$ cat src/rtl/softmute_pkg.sv
package softmute_pkg;
  localparam int SAMPLE_W  = 24;
  localparam int NUM_CH    = 2;
  localparam int TAU_SHIFT = 6;
  localparam int MUTE_LIM  = 1024;
endpackage

$ cat src/rtl/softmute_channel.sv
module softmute_channel #(
  parameter int W     = softmute_pkg::SAMPLE_W,
  parameter int SHIFT = softmute_pkg::TAU_SHIFT
) (
  input  logic                clk_i,
  input  logic                rst_ni,
  input  logic                valid_i,
  input  logic                mute_i,
  input  logic                hard_i,
  input  logic signed [W-1:0] sample_i,
  output logic signed [W-1:0] sample_o
);
  localparam logic signed [W-1:0] NEAR_LIM = W'(1 << SHIFT);

  logic signed [W-1:0] hold_q, out_q, step, decayed;
  logic                near_zero;

  assign step      = hold_q >>> SHIFT;
  assign near_zero = (hold_q < NEAR_LIM) && (hold_q > -NEAR_LIM);
  assign decayed   = near_zero ? '0 : hold_q - step;

  always_ff @(posedge clk_i or negedge rst_ni) begin
    if (!rst_ni) begin
      hold_q <= '0;
      out_q  <= '0;
    end else if (valid_i) begin
      if (!mute_i) begin
        hold_q <= sample_i;
        out_q  <= sample_i;
      end else begin
        hold_q <= decayed;
        out_q  <= hard_i ? '0 : hold_q;
      end
    end
  end

  assign sample_o = out_q;

  function automatic logic [W:0] mag(input logic signed [W-1:0] v);
    return v[W-1] ? ({1'b0, ~v} + 1'b1) : {1'b0, v};
  endfunction

  AST_PASS_THROUGH: assert property (@(posedge clk_i) disable iff (!rst_ni)
    valid_i && !mute_i |=> sample_o == $past(sample_i));
  AST_DECAY_SHRINKS: assert property (@(posedge clk_i) disable iff (!rst_ni)
    valid_i && mute_i |=> mag(hold_q) <= mag($past(hold_q)));
endmodule

$ cat src/rtl/softmute_allmute_ctr.sv
module softmute_allmute_ctr #(
  parameter int LIMIT = softmute_pkg::MUTE_LIM
) (
  input  logic clk_i,
  input  logic rst_ni,
  input  logic valid_i,
  input  logic all_mute_i,
  input  logic en_i,
  output logic hard_o,
  output logic muted_o
);
  localparam int CW = $clog2(LIMIT + 1);
  localparam logic [CW-1:0] LIM_C = CW'(LIMIT);

  logic [CW-1:0] cnt_q, cnt_next;
  logic          muted_q;

  always_comb begin
    if (!all_mute_i)         cnt_next = '0;
    else if (cnt_q == LIM_C) cnt_next = LIM_C;
    else                     cnt_next = cnt_q + 1'b1;
  end

  assign hard_o = valid_i && all_mute_i && en_i && (cnt_next == LIM_C);

  always_ff @(posedge clk_i or negedge rst_ni) begin
    if (!rst_ni) begin
      cnt_q   <= '0;
      muted_q <= 1'b0;
    end else begin
      if (valid_i) cnt_q <= cnt_next;
      if (!en_i)        muted_q <= 1'b0;
      else if (valid_i) muted_q <= hard_o;
    end
  end

  assign muted_o = muted_q;

  AST_CNT_SATURATES: assert property (@(posedge clk_i) disable iff (!rst_ni)
    cnt_q <= LIM_C);
  AST_EN_LOW_CLEARS: assert property (@(posedge clk_i) disable iff (!rst_ni)
    !en_i |=> !muted_o);
  AST_RELEASE_CLEARS: assert property (@(posedge clk_i) disable iff (!rst_ni)
    valid_i && !all_mute_i |=> !muted_o);
endmodule

$ cat src/rtl/softmute_front.sv
module softmute_front
  import softmute_pkg::*;
#(
  parameter int W     = SAMPLE_W,
  parameter int SHIFT = TAU_SHIFT,
  parameter int LIMIT = MUTE_LIM
) (
  input  logic                clk_i,
  input  logic                rst_ni,
  input  logic                valid_i,
  input  logic signed [W-1:0] left_i,
  input  logic signed [W-1:0] right_i,
  input  logic                mute_left_i,
  input  logic                mute_right_i,
  input  logic                auto_en_i,
  output logic signed [W-1:0] left_o,
  output logic signed [W-1:0] right_o,
  output logic                valid_o,
  output logic                muted_o
);
  logic signed [W-1:0] ch_in  [NUM_CH];
  logic signed [W-1:0] ch_out [NUM_CH];
  logic [NUM_CH-1:0]   ch_mute;
  logic                hard, valid_q;

  assign ch_in[0] = left_i;
  assign ch_in[1] = right_i;
  assign ch_mute  = {mute_right_i, mute_left_i};

  for (genvar c = 0; c < NUM_CH; c++) begin : g_ch
    softmute_channel #(.W(W), .SHIFT(SHIFT)) u_ch (
      .clk_i   (clk_i),
      .rst_ni  (rst_ni),
      .valid_i (valid_i),
      .mute_i  (ch_mute[c]),
      .hard_i  (hard),
      .sample_i(ch_in[c]),
      .sample_o(ch_out[c])
    );
  end

  softmute_allmute_ctr #(.LIMIT(LIMIT)) u_ctr (
    .clk_i     (clk_i),
    .rst_ni    (rst_ni),
    .valid_i   (valid_i),
    .all_mute_i(&ch_mute),
    .en_i      (auto_en_i),
    .hard_o    (hard),
    .muted_o   (muted_o)
  );

  always_ff @(posedge clk_i or negedge rst_ni) begin
    if (!rst_ni) valid_q <= 1'b0;
    else         valid_q <= valid_i;
  end

  assign valid_o = valid_q;
  assign left_o  = ch_out[0];
  assign right_o = ch_out[1];

  AST_VALID_DELAY: assert property (@(posedge clk_i) disable iff (!rst_ni)
    valid_o == $past(valid_i));
  AST_HARD_SILENT: assert property (@(posedge clk_i) disable iff (!rst_ni)
    muted_o |-> (left_o == '0) && (right_o == '0));
endmodule

$ cat config.mk
export PLATFORM = sky130hd
export DESIGN_NAME = softmute_front
export DESIGN_NICKNAME = d
export VERILOG_FILES = /design/src/rtl/softmute_pkg.sv /design/src/rtl/softmute_channel.sv /design/src/rtl/softmute_allmute_ctr.sv /design/src/rtl/softmute_front.sv
export SDC_FILE = /design/constraint.sdc
export NUM_CORES = 1
export LEC_CHECK = 0
export CAP_MARGIN = 10
export CORE_MARGIN = 5
export CORE_UTILIZATION = 55
export DETAILED_ROUTE_END_ITERATION = 16
export PLACE_DENSITY = 0.83
export SYNTH_ARGS = -nofsm -noshare
export SYNTH_HDL_FRONTEND = slang
export SYNTH_SLANG_ARGS = --single-unit
$ cat constraint.sdc
create_clock -name clk_i -period 6.5 [get_ports clk_i]
set_input_delay 1.3 -clock clk_i [delete_from_list [all_inputs] [get_ports clk_i]]
set_output_delay 1.3 -clock clk_i [all_outputs]
set_load 0.05 [all_outputs]
==> impl_metrics.csv, run 1 <==
group,metric,value,unit
outcome,status,"completed",
timing,finClkSkew,0.007228,ns
global_routing,antenna_found_initial,1,
synth,synthFlopType,"dfrtp_1",
hold_path,hold_start,"g_ch[1].u_ch.sample_o[21]",
global_routing,overflow,0,
timing,worst_pin_slew,0.9450,ns
die,core,13990,sq um
die,num_rows,43,
route,ant_nets,0,
power_and_ir_drop,power_frac_clock,13.3,%
die,die_h,129.8,um
die,initial_core_util,56.40,%
route,drt_iter0_drc,687,
synth,synth-seq-area-share,34.57,%
cells_and_area,finish.utilization,66.75,%
synth,synth.avg_cell_area,8.690,sq um
timing,hold_violations,0,
critical_path,reg2reg_to,"g_ch[1].u_ch.hold_q[18]",
clocking,clk_pin_slew,0.07,ns
clocking,cts_max_path_buffers,2,
cells_and_area,drive_above_1_share,8.832,%
synth,synth_compound_area_share,27.88,%
synth,yosys-mux-area-fraction,0.1269,%
synth,synth_simple_gate_area_share,18.70,%
timing,holdWs,0.5139,ns
critical_path,reg2reg_slack,3.28,ns
placement,finalWeightedCongestion,0.9201,
timing,fmax,0.2497,GHz
clocking,worstSkewPairLatency,0.36,ns
die,fp.dieArea,16840,sq um
route,via_per_inst,6.131,
critical_path,critical_path_required,6.79,ns
power_and_ir_drop,p_per_area,538.2,nW/um^2
route,wl,21130,um
flow_run,maxCapViolCount,0,
route,wl_per_cell,18.12,um
timing,fin_crit,4.005,ns
synth,ys_seq_elements,109,
hold_path,hold_path.class,"register to register",
power_and_ir_drop,ir_worst_vdd,0.5088,mV
power_and_ir_drop,p_sw_share,47.86,%
global_routing,grt_pass1_wl,34800,um
hold_path,min_to,"g_ch[1].u_ch.sample_o[21]",
die,fp.dieW,129.8,um
synth,syn_inst,908,
clocking,postCtsHoldBufs,0,
synth,ys_warn_count,0,
placement,dpl.hpwl,15560,um
power_and_ir_drop,power.switching,2.405,mW
global_routing,grt_pass1_vias,6875,
clocking,root_buffer,"clkbuf_16",
global_routing,grt_usage,25.63,%
synth,synth_top_family_by_area,"compound AO/OA/AOI/OAI gates",
synth,synth_area,7890,sq um
synth,synth-xor-area-share,4.631,%
critical_path,critical_path_arrival,4.29,ns
synth,syn-num-nets,1016,
clocking,tritoncts,"built",
power_and_ir_drop,p_total,5.025,mW
critical_path,reg2reg_depth,11,
clocking,cts.sinks,109,
global_routing,grt_start_max_net_pins,139,
synth,ys_types,71,
clocking,ctsHtreeMaxLevel,3,
route,route.detailed.drc,0,
synth,synth_edf_count,0,
clocking,post_cts_buffers,0,
route,via_count,7149,
timing,fin_tns_setup,0,ns
power_and_ir_drop,p_int,2.620,mW
critical_path,end_kind,"register",
clocking,cts_resized,0,
hold_path,hold_depth,2,
route,firstDrtPassIters,7,
timing,setup_viol_count_final,0,
clocking,cts_buffers,9,
power_and_ir_drop,pwr-share-comb,62.8,%
timing,relSlewSlack,37.00,%
cells_and_area,syn2layout_area_growth,18.35,%
critical_path,r2r_start,"g_ch[1].u_ch.hold_q[6]",
power_and_ir_drop,seq_power_share,23.9,%
synth,post_synth_fa_ha_maj_area_fraction,8.754,%
critical_path,worst_setup_path_start_kind,"primary input",
critical_path,setup.worst_path.class,"primary input to register",
timing,period_share,61.61,%
synth,synthArstFlopShare,100.0,%
timing,drv_slew,0,
critical_path,worst-path-max-fanout,23,
power_and_ir_drop,leakagePower,3.873,nW
placement,numPortBuffers,103,
die,io_pins,104,
cells_and_area,nets,1088,
timing,grt_setup_unrepaired,"false",
-- metrics by stage --
step	area, sq um	worst slack [ns]	cells
2_1_floorplan	7890	3.710	908
3_3_place_gp	8971	2.275	1149
3_5_place_dp	8971	2.148	1149
4_1_cts	9335	2.524	1165
5_1_grt	9338	2.267	1166
6_report	9338	2.495	1166
-- flip-flops by register name, summed over array words and instances, names as in the netlist --
| name | cells |
|---|---|
| u_ctr.muted_o | 1 |
| valid_o | 1 |
| u_ctr.cnt_q | 11 |
| g_ch.u_ch.hold_q | 48 |
| g_ch.u_ch.sample_o | 48 |
-- cells by family after synthesis --
kind of cell,count (synthesis)
AOI/OAI and AO/OA,322
and+or+nand+nor,279
DFF,109
buffers and inverters,103
adders and majority gates,54
xor gates and xnor gates,40
muxes,1
-- cell usage in the layout (no fill, tap or decap), types with 9 or more instances in the layout --
| cell type | netlist | layout |
|---|---|---|
| nand3_1 | 33 | 33 |
| a21oi_2 | 47 | 47 |
| nand4_1 | 17 | 17 |
| clkdlybuf4s50_1 | 0 | 101 |
| xor2_1 | 16 | 16 |
| nand2_1 | 42 | 42 |
| nor2b_1 | 44 | 44 |
| o21ai_0 | 47 | 47 |
| dfrtp_1 | 109 | 109 |
| ha_1 | 52 | 52 |
| xnor2_1 | 22 | 22 |
| a21oi_1 | 113 | 113 |
| nor2_1 | 82 | 82 |
| nand2b_1 | 11 | 11 |
| a21o_1 | 20 | 20 |
| nor3_1 | 11 | 11 |
| o221ai_1 | 19 | 19 |
| inv_1 | 55 | 55 |
| clkbuf_16 | 0 | 9 |
-- power groups by stage --
| stage | clock network [mW] | registers (mW) | logic [mW] |
|---|---|---|---|
| 2_1_floorplan | 0 | 1.31 | 2.21 |
| 3_3_place_gp | 0 | 1.19 | 3.05 |
| 3_5_place_dp | 0 | 1.20 | 3.10 |
| 4_1_cts | 0.673 | 1.19 | 3.13 |
| 5_1_grt | 0.702 | 1.23 | 3.48 |
| 6_report | 0.667 | 1.20 | 3.16 |
-- per-layer routing --
metal | vias up | global-route usage (%) | wire length [um] | part of all wire, %
li1 | 3430 | - | - | -
met1 | 3408 | 35.63 | 9581 | 45
met2 | 263 | 39.73 | 9616 | 46
met3 | 48 | 5.158 | 1337 | 6.3
met4 | 0 | 9.780 | 592 | 2.8
met5 | - | 0 | 0 | 0
-- cells in the mapped netlist, types with 4 or more instances --
cell type	n	area (sq um)
nor3_1	11	55.05
o21ai_0	47	235.2
o21bai_1	8	60.06
xor2_1	16	140.1
a211oi_1	6	45.04
a31oi_1	7	43.79
a31o_1	7	61.31
nand2_1	42	157.7
nand3_1	33	165.2
xnor2_1	22	192.7
buf_6	4	45.04
nor2b_1	44	275.3
nand4_1	17	106.4
ha_1	52	650.6
nor2_1	82	307.8
o21a_1	8	60.06
nor4_1	5	31.28
o31ai_1	6	45.04
a21oi_1	113	565.5
buf_2	4	20.02
a21o_1	20	150.1
dfrtp_1	109	2728
inv_1	55	206.5
and3_1	6	37.54
a21oi_2	47	411.6
o221ai_1	19	166.4
clkbuf_1	37	138.9
nand2b_1	11	68.82
-- critical path: stages --
cell             delay [ns]
clkdlybuf4s50_1        1.06
nand3_1                0.57
a221oi_4               0.71
buf_4                  0.38
a21oi_1                0.12
a21oi_1                0.14
-- area by class of cell --
class | count | area (sq um)
clock buffer | 10 | 229.0
inverter | 56 | 210.2
antenna | 1 | 2.502
sequential | 109 | 2728
clock inverter | 6 | 135.1
tap | 180 | 225.2
multi-input combinational | 696 | 4741
fill | 1141 | 4651
timing repair buffer | 108 | 1067
-- how the worst max path moves through the flow --
stage               depth (start not counted)                   endpoint  slack [ns]         start
global route                                6   g_ch[1].u_ch.sample_o[2]        2.27  mute_right_i
CTS                                         6   g_ch[1].u_ch.sample_o[3]        2.52  mute_right_i
detailed placement                          6   g_ch[1].u_ch.sample_o[3]        2.15  mute_right_i
global placement                            6   g_ch[1].u_ch.sample_o[1]        2.28  mute_right_i
floorplan                                   7  g_ch[0].u_ch.sample_o[10]        3.71       valid_i
finish                                      6   g_ch[1].u_ch.sample_o[1]        2.50  mute_right_i
(Power assumes the default switching activity.)
==> run 2: changes to the inputs <==
CORE_UTILIZATION = 51   (was 55)
PLACE_DENSITY = 0.81   (was 0.83)
clock period = 3.3 ns   (was 6.5 ns; I/O delays follow)
==> run 2 against run 1 <==
Effect of this change: sequential power rose by 94%; clock skew grew 0.0021 ns; critical path depth is 6 higher; sequential cell count unchanged; worst hold slack worse by 0.24 ns; die area increased by 7.2%; worst setup slack worse by 2.3 ns; non-clock buffer count rose by 16; largest cell class unchanged; highest routed layer unchanged.
==> impl_metrics.csv, run 2 (same netlist as run 1, synthesis figures left out) <==
group,metric,value,unit
global_routing,grt_usage,24.11,%
global_routing,overflow,0,
route,ant_nets,0,
placement,numPortBuffers,103,
critical_path,path_buf_inv,2,
critical_path,cp_num_cells,12,
timing,setup_slack,0.1995,ns
route,via_per_inst,5.986,
clocking,ctsHtreeMaxLevel,3,
timing,worst_pin_slew,0.8990,ns
die,initial_core_util,51.90,%
global_routing,grt_pass1_wl,35230,um
clocking,cts_buffers,9,
timing,fin_tns_setup,0,ns
route,firstDrtPassIters,5,
cells_and_area,final_common_cell,"a21oi_1",
cells_and_area,nets,1104,
critical_path,reg2reg_depth,12,
timing,setup_viol_count_final,0,
cells_and_area,final_area,9447,sq um
route,drt_iter0_drc,524,
global_routing,antenna_found_initial,0,
placement,place_ws,0.1645,ns
cells_and_area,nFillCells,1292,
die,fp.dieArea,18060,sq um
critical_path,path_delay_family,"compound AO/OA/AOI/OAI gates",
die,fp.dieW,134.4,um
placement,place_area,9119,sq um
die,core,15200,sq um
critical_path,worst_setup_path_start_kind,"register",
power_and_ir_drop,p_total,9.661,mW
critical_path,critical_path_arrival,3.30,ns
power_and_ir_drop,ir_worst_vdd,0.7251,mV
cells_and_area,drive_above_1_share,10.39,%
placement,place_inst,1172,
flow_run,maxCapViolCount,0,
clocking,worstSkewPairLatency,0.37,ns
clocking,postCtsHoldBufs,0,
timing,finClkSkew,0.009369,ns
outcome,status,"completed",
route,via_count,7117,
clocking,cts_max_path_buffers,2,
clocking,clk_pin_slew,0.08,ns
global_routing,grt_start_max_net_pins,209,
timing,period_share,93.95,%
timing,fin_crit,3.100,ns
die,die_h,134.4,um
timing,drv_slew,0,
critical_path,path_cells,"inv_1, ha_1, inv_1, fa_1, a211oi_1, o21bai_1, o21a_1, a221o_1, a21oi_1, o221ai_1, xor2_1, o221ai_1",
die,io_pins,104,
timing,fmax,0.3225,GHz
hold_path,hold_path.class,"primary input to async pin",
route,wl_per_cell,18.00,um
cells_and_area,layout_common_cells,"113 x a21oi_1, 109 x dfrtp_1, 101 x clkdlybuf4s50_1",
power_and_ir_drop,leakagePower,3.942,nW
timing,relSlewSlack,40.07,%
placement,dpl.hpwl,15940,um
clocking,tritoncts,"built",
route,route.detailed.drc,0,
timing,holdWs,0.2730,ns
critical_path,cpPeakStageDelay,0.43,ns
clocking,root_buffer,"clkbuf_16",
critical_path,worst-path-max-fanout,5,
die,num_rows,45,
timing,grt_setup_unrepaired,"false",
critical_path,slowest_stage,"dfrtp_1",
global_routing,grt_pass1_vias,6846,
cells_and_area,fin_cells,1189,
cells_and_area,antenna_cells,0,
placement,finalWeightedCongestion,0.9683,
critical_path,setup.worst_path.class,"register to register",
cells_and_area,syn2layout_area_growth,19.73,%
power_and_ir_drop,p_per_area,1023,nW/um^2
critical_path,end_kind,"register",
route,wl,21400,um
cells_and_area,finish.utilization,62.14,%
critical_path,critical_path_required,3.50,ns
timing,hold_violations,0,
clocking,cts.sinks,109,
==> run 2: cell type report <==
type,count,area (sq um),area share [%]
clock inverters,5,60.06,0.6358
well taps,188,235.2,2.490
clock buffers,11,242.7,2.570
flip-flops and latches,109,2728,28.87
multi-input cells,696,4746,50.24
repair buffers,124,1225,12.97
inverters,56,210.2,2.225
==> run 2: repair_timing <==
item                                    4_1_cts  5_1_grt
resized for setup                             0        1
setup buffers                                 0        1
endpoints found under the setup margin        0        8
==> run 2: per-layer routing <==
layer  track usage (%)  share of wire (%)
met5                 0                  0
met1             32.53                 44
met4             7.070                2.1
met3             4.951                6.2
met2             39.39                 47
==> run 2: final timing paths <==
kind                       slack (ns)                         to                 startpoint
max in group asynchronous        2.30  g_ch[1].u_ch.sample_o[14]                     rst_ni
min in group clk_i               0.50  g_ch[0].u_ch.sample_o[15]  g_ch[0].u_ch.sample_o[15]
min                              0.27  g_ch[1].u_ch.sample_o[16]                     rst_ni
min reg2reg                      0.50  g_ch[0].u_ch.sample_o[15]  g_ch[0].u_ch.sample_o[15]
max                              0.20    g_ch[1].u_ch.hold_q[22]     g_ch[1].u_ch.hold_q[0]
max reg2reg                      0.20    g_ch[1].u_ch.hold_q[22]     g_ch[1].u_ch.hold_q[0]
==> run 2: where the power goes <==
group / internal (mW) / switching (mW)
Sequential: 1.74 / 0.590
Clock: 0.612 / 0.526
Combinational: 2.63 / 3.56
Total: 4.99 / 4.67
==> run 3: changes to the inputs <==
REMOVE_ABC_BUFFERS = 1   (was unset)
==> run 3 against run 2 <==
Effect of this change: worst setup slack improved by 0.14 ns; critical endpoint is now g_ch[1].u_ch.hold_q[13]; clock skew fell by 0.0021 ns; count of clock-buffer cells in the layout decreased by 2.
==> impl_metrics.csv, run 3 (same netlist as run 1, synthesis figures left out) <==
group,metric,value,unit
die,num_rows,45,
critical_path,path_buf_inv,1,
die,initial_core_util,51.90,%
clocking,post_cts_buffers,0,
hold_path,hold_path.class,"primary input to async pin",
timing,fin_tns_setup,0,ns
route,wl,21140,um
timing,relSlewSlack,56.15,%
power_and_ir_drop,p_per_area,1025,nW/um^2
clocking,tritoncts,"built",
route,drt_iter0_drc,680,
timing,setup_viol_count_final,0,
critical_path,setup.worst_path.class,"register to register",
clocking,postCtsHoldBufs,0,
cells_and_area,final_common_cell,"a21oi_1",
clocking,clk_pin_slew,0.08,ns
critical_path,worst_setup_path_start_kind,"register",
route,wl_per_cell,17.87,um
cells_and_area,syn2layout_area_growth,18.66,%
global_routing,antenna_found_initial,0,
die,die_h,134.4,um
cells_and_area,drive_above_1_share,9.849,%
timing,period_share,89.56,%
critical_path,path_delay_family,"compound AO/OA/AOI/OAI gates",
clocking,ctsHtreeMaxLevel,3,
clocking,worstSkewPairLatency,0.36,ns
placement,place_area,9089,sq um
cells_and_area,nets,1099,
global_routing,overflow,0,
clocking,root_buffer,"clkbuf_16",
route,firstDrtPassIters,5,
route,via_count,7104,
cells_and_area,layout_common_cells,"113 x a21oi_1, 109 x dfrtp_1, 101 x clkdlybuf4s50_1",
timing,worst_pin_slew,0.6524,ns
die,io_pins,104,
route,route.detailed.drc,0,
outcome,status,"completed",
clocking,cts_resized,0,
global_routing,grt_start_max_net_pins,124,
placement,finalWeightedCongestion,0.9668,
route,via_per_inst,6.005,
critical_path,end_kind,"register",
power_and_ir_drop,leakagePower,3.895,nW
global_routing,grt_pass1_vias,6870,
critical_path,critical_path_arrival,3.21,ns
critical_path,reg2reg_to,"g_ch[1].u_ch.hold_q[13]",
placement,numPortBuffers,103,
power_and_ir_drop,ir_worst_vdd,0.5500,mV
timing,fmax,0.3384,GHz
cells_and_area,final_area,9363,sq um
die,fp.dieW,134.4,um
die,fp.dieArea,18060,sq um
flow_run,maxCapViolCount,0,
timing,hold_violations,0,
clocking,cts.sinks,109,
critical_path,worst-path-max-fanout,6,
timing,fin_crit,2.956,ns
placement,dpl.hpwl,15460,um
clocking,cts_buffers,9,
critical_path,reg2reg_slack,0.34,ns
global_routing,grt_usage,23.79,%
global_routing,grt_pass1_wl,35110,um
critical_path,slowest_stage,"dfrtp_1",
timing,grt_setup_unrepaired,"false",
clocking,cts_max_path_buffers,2,
timing,drv_slew,0,
critical_path,path_cells,"inv_1, ha_1, nor2b_1, o31a_1, o2111ai_1, a21oi_1, a211oi_1, o21ai_0, xor2_1, a221o_1",
timing,finClkSkew,0.007303,ns
critical_path,critical_path_required,3.55,ns
critical_path,reg2reg_depth,10,
cells_and_area,antenna_cells,0,
critical_path,cpPeakStageDelay,0.52,ns
route,ant_nets,0,
critical_path,r2r_start,"g_ch[1].u_ch.hold_q[7]",
die,core,15200,sq um
## run 3: changes by cell type in the layout (fill, tap and decap cells not counted)
cell,before,now
clkbuf_8,1,0
a211oi_1,5,6
clkinv_4,2,1
clkinvlp_4,1,2
inv_8,0,1
inv_6,0,1
clkbuf_1,1,0
buf_4,19,15
a211oi_2,1,0
buf_12,3,2
bufinv_16,1,0
## run 3: final cells by class
type	instances	area, sq um
timing repair buffer	119	1175
clock inverter	6	48.80
inverter	56	210.2
fill	1341	5839
tap	188	235.2
sequential	109	2728
clock buffer	9	225.2
multi-input combinational	696	4741
## run 3: routing by layer
| metal | track usage (%) | up-vias | part of all wire [%] |
|---|---|---|---|
| met4 | 6.900 | 0 | 1.7 |
| li1 | - | 3444 | - |
| met3 | 5.026 | 28 | 7.0 |
| met5 | 0 | - | 0 |
| met2 | 37.09 | 253 | 46 |
| met1 | 33.52 | 3379 | 46 |
## run 3: worst max-delay path by stage
stage / startpoint / end / slack, ns / cells after the start
3_5_place_dp: g_ch[1].u_ch.hold_q[7] / g_ch[1].u_ch.hold_q[13] / 0.40 / 10
4_1_cts: g_ch[1].u_ch.hold_q[7] / g_ch[1].u_ch.hold_q[13] / 0.39 / 10
5_1_grt: g_ch[1].u_ch.hold_q[7] / g_ch[1].u_ch.hold_q[13] / 0.15 / 10
2_1_floorplan: u_ctr.cnt_q[1] / g_ch[0].u_ch.sample_o[0] / 0.57 / 9
3_3_place_gp: g_ch[1].u_ch.hold_q[7] / g_ch[1].u_ch.hold_q[19] / 0.44 / 10
6_report: g_ch[1].u_ch.hold_q[7] / g_ch[1].u_ch.hold_q[13] / 0.34 / 10
## run 3: metrics by stage
step	hold WS [ns]	util, %	instances	setup WS, ns	power (mW)
after floorplan	0.3644	-	861	0.5749	6.878
after global placement	0.4863	59.79	1168	0.4414	8.379
after detailed placement	0.4826	59.79	1168	0.4015	8.445
after CTS	0.4083	61.59	1183	0.3893	9.546
after global routing	0.4268	61.59	1183	0.1486	10.37
final	0.3494	61.59	1183	0.3445	9.597
## run 3: where the power goes
part	internal (mW)	switching, mW
logic	2.63	3.59
clock network	0.517	0.540
registers	1.74	0.580
total	4.89	4.71
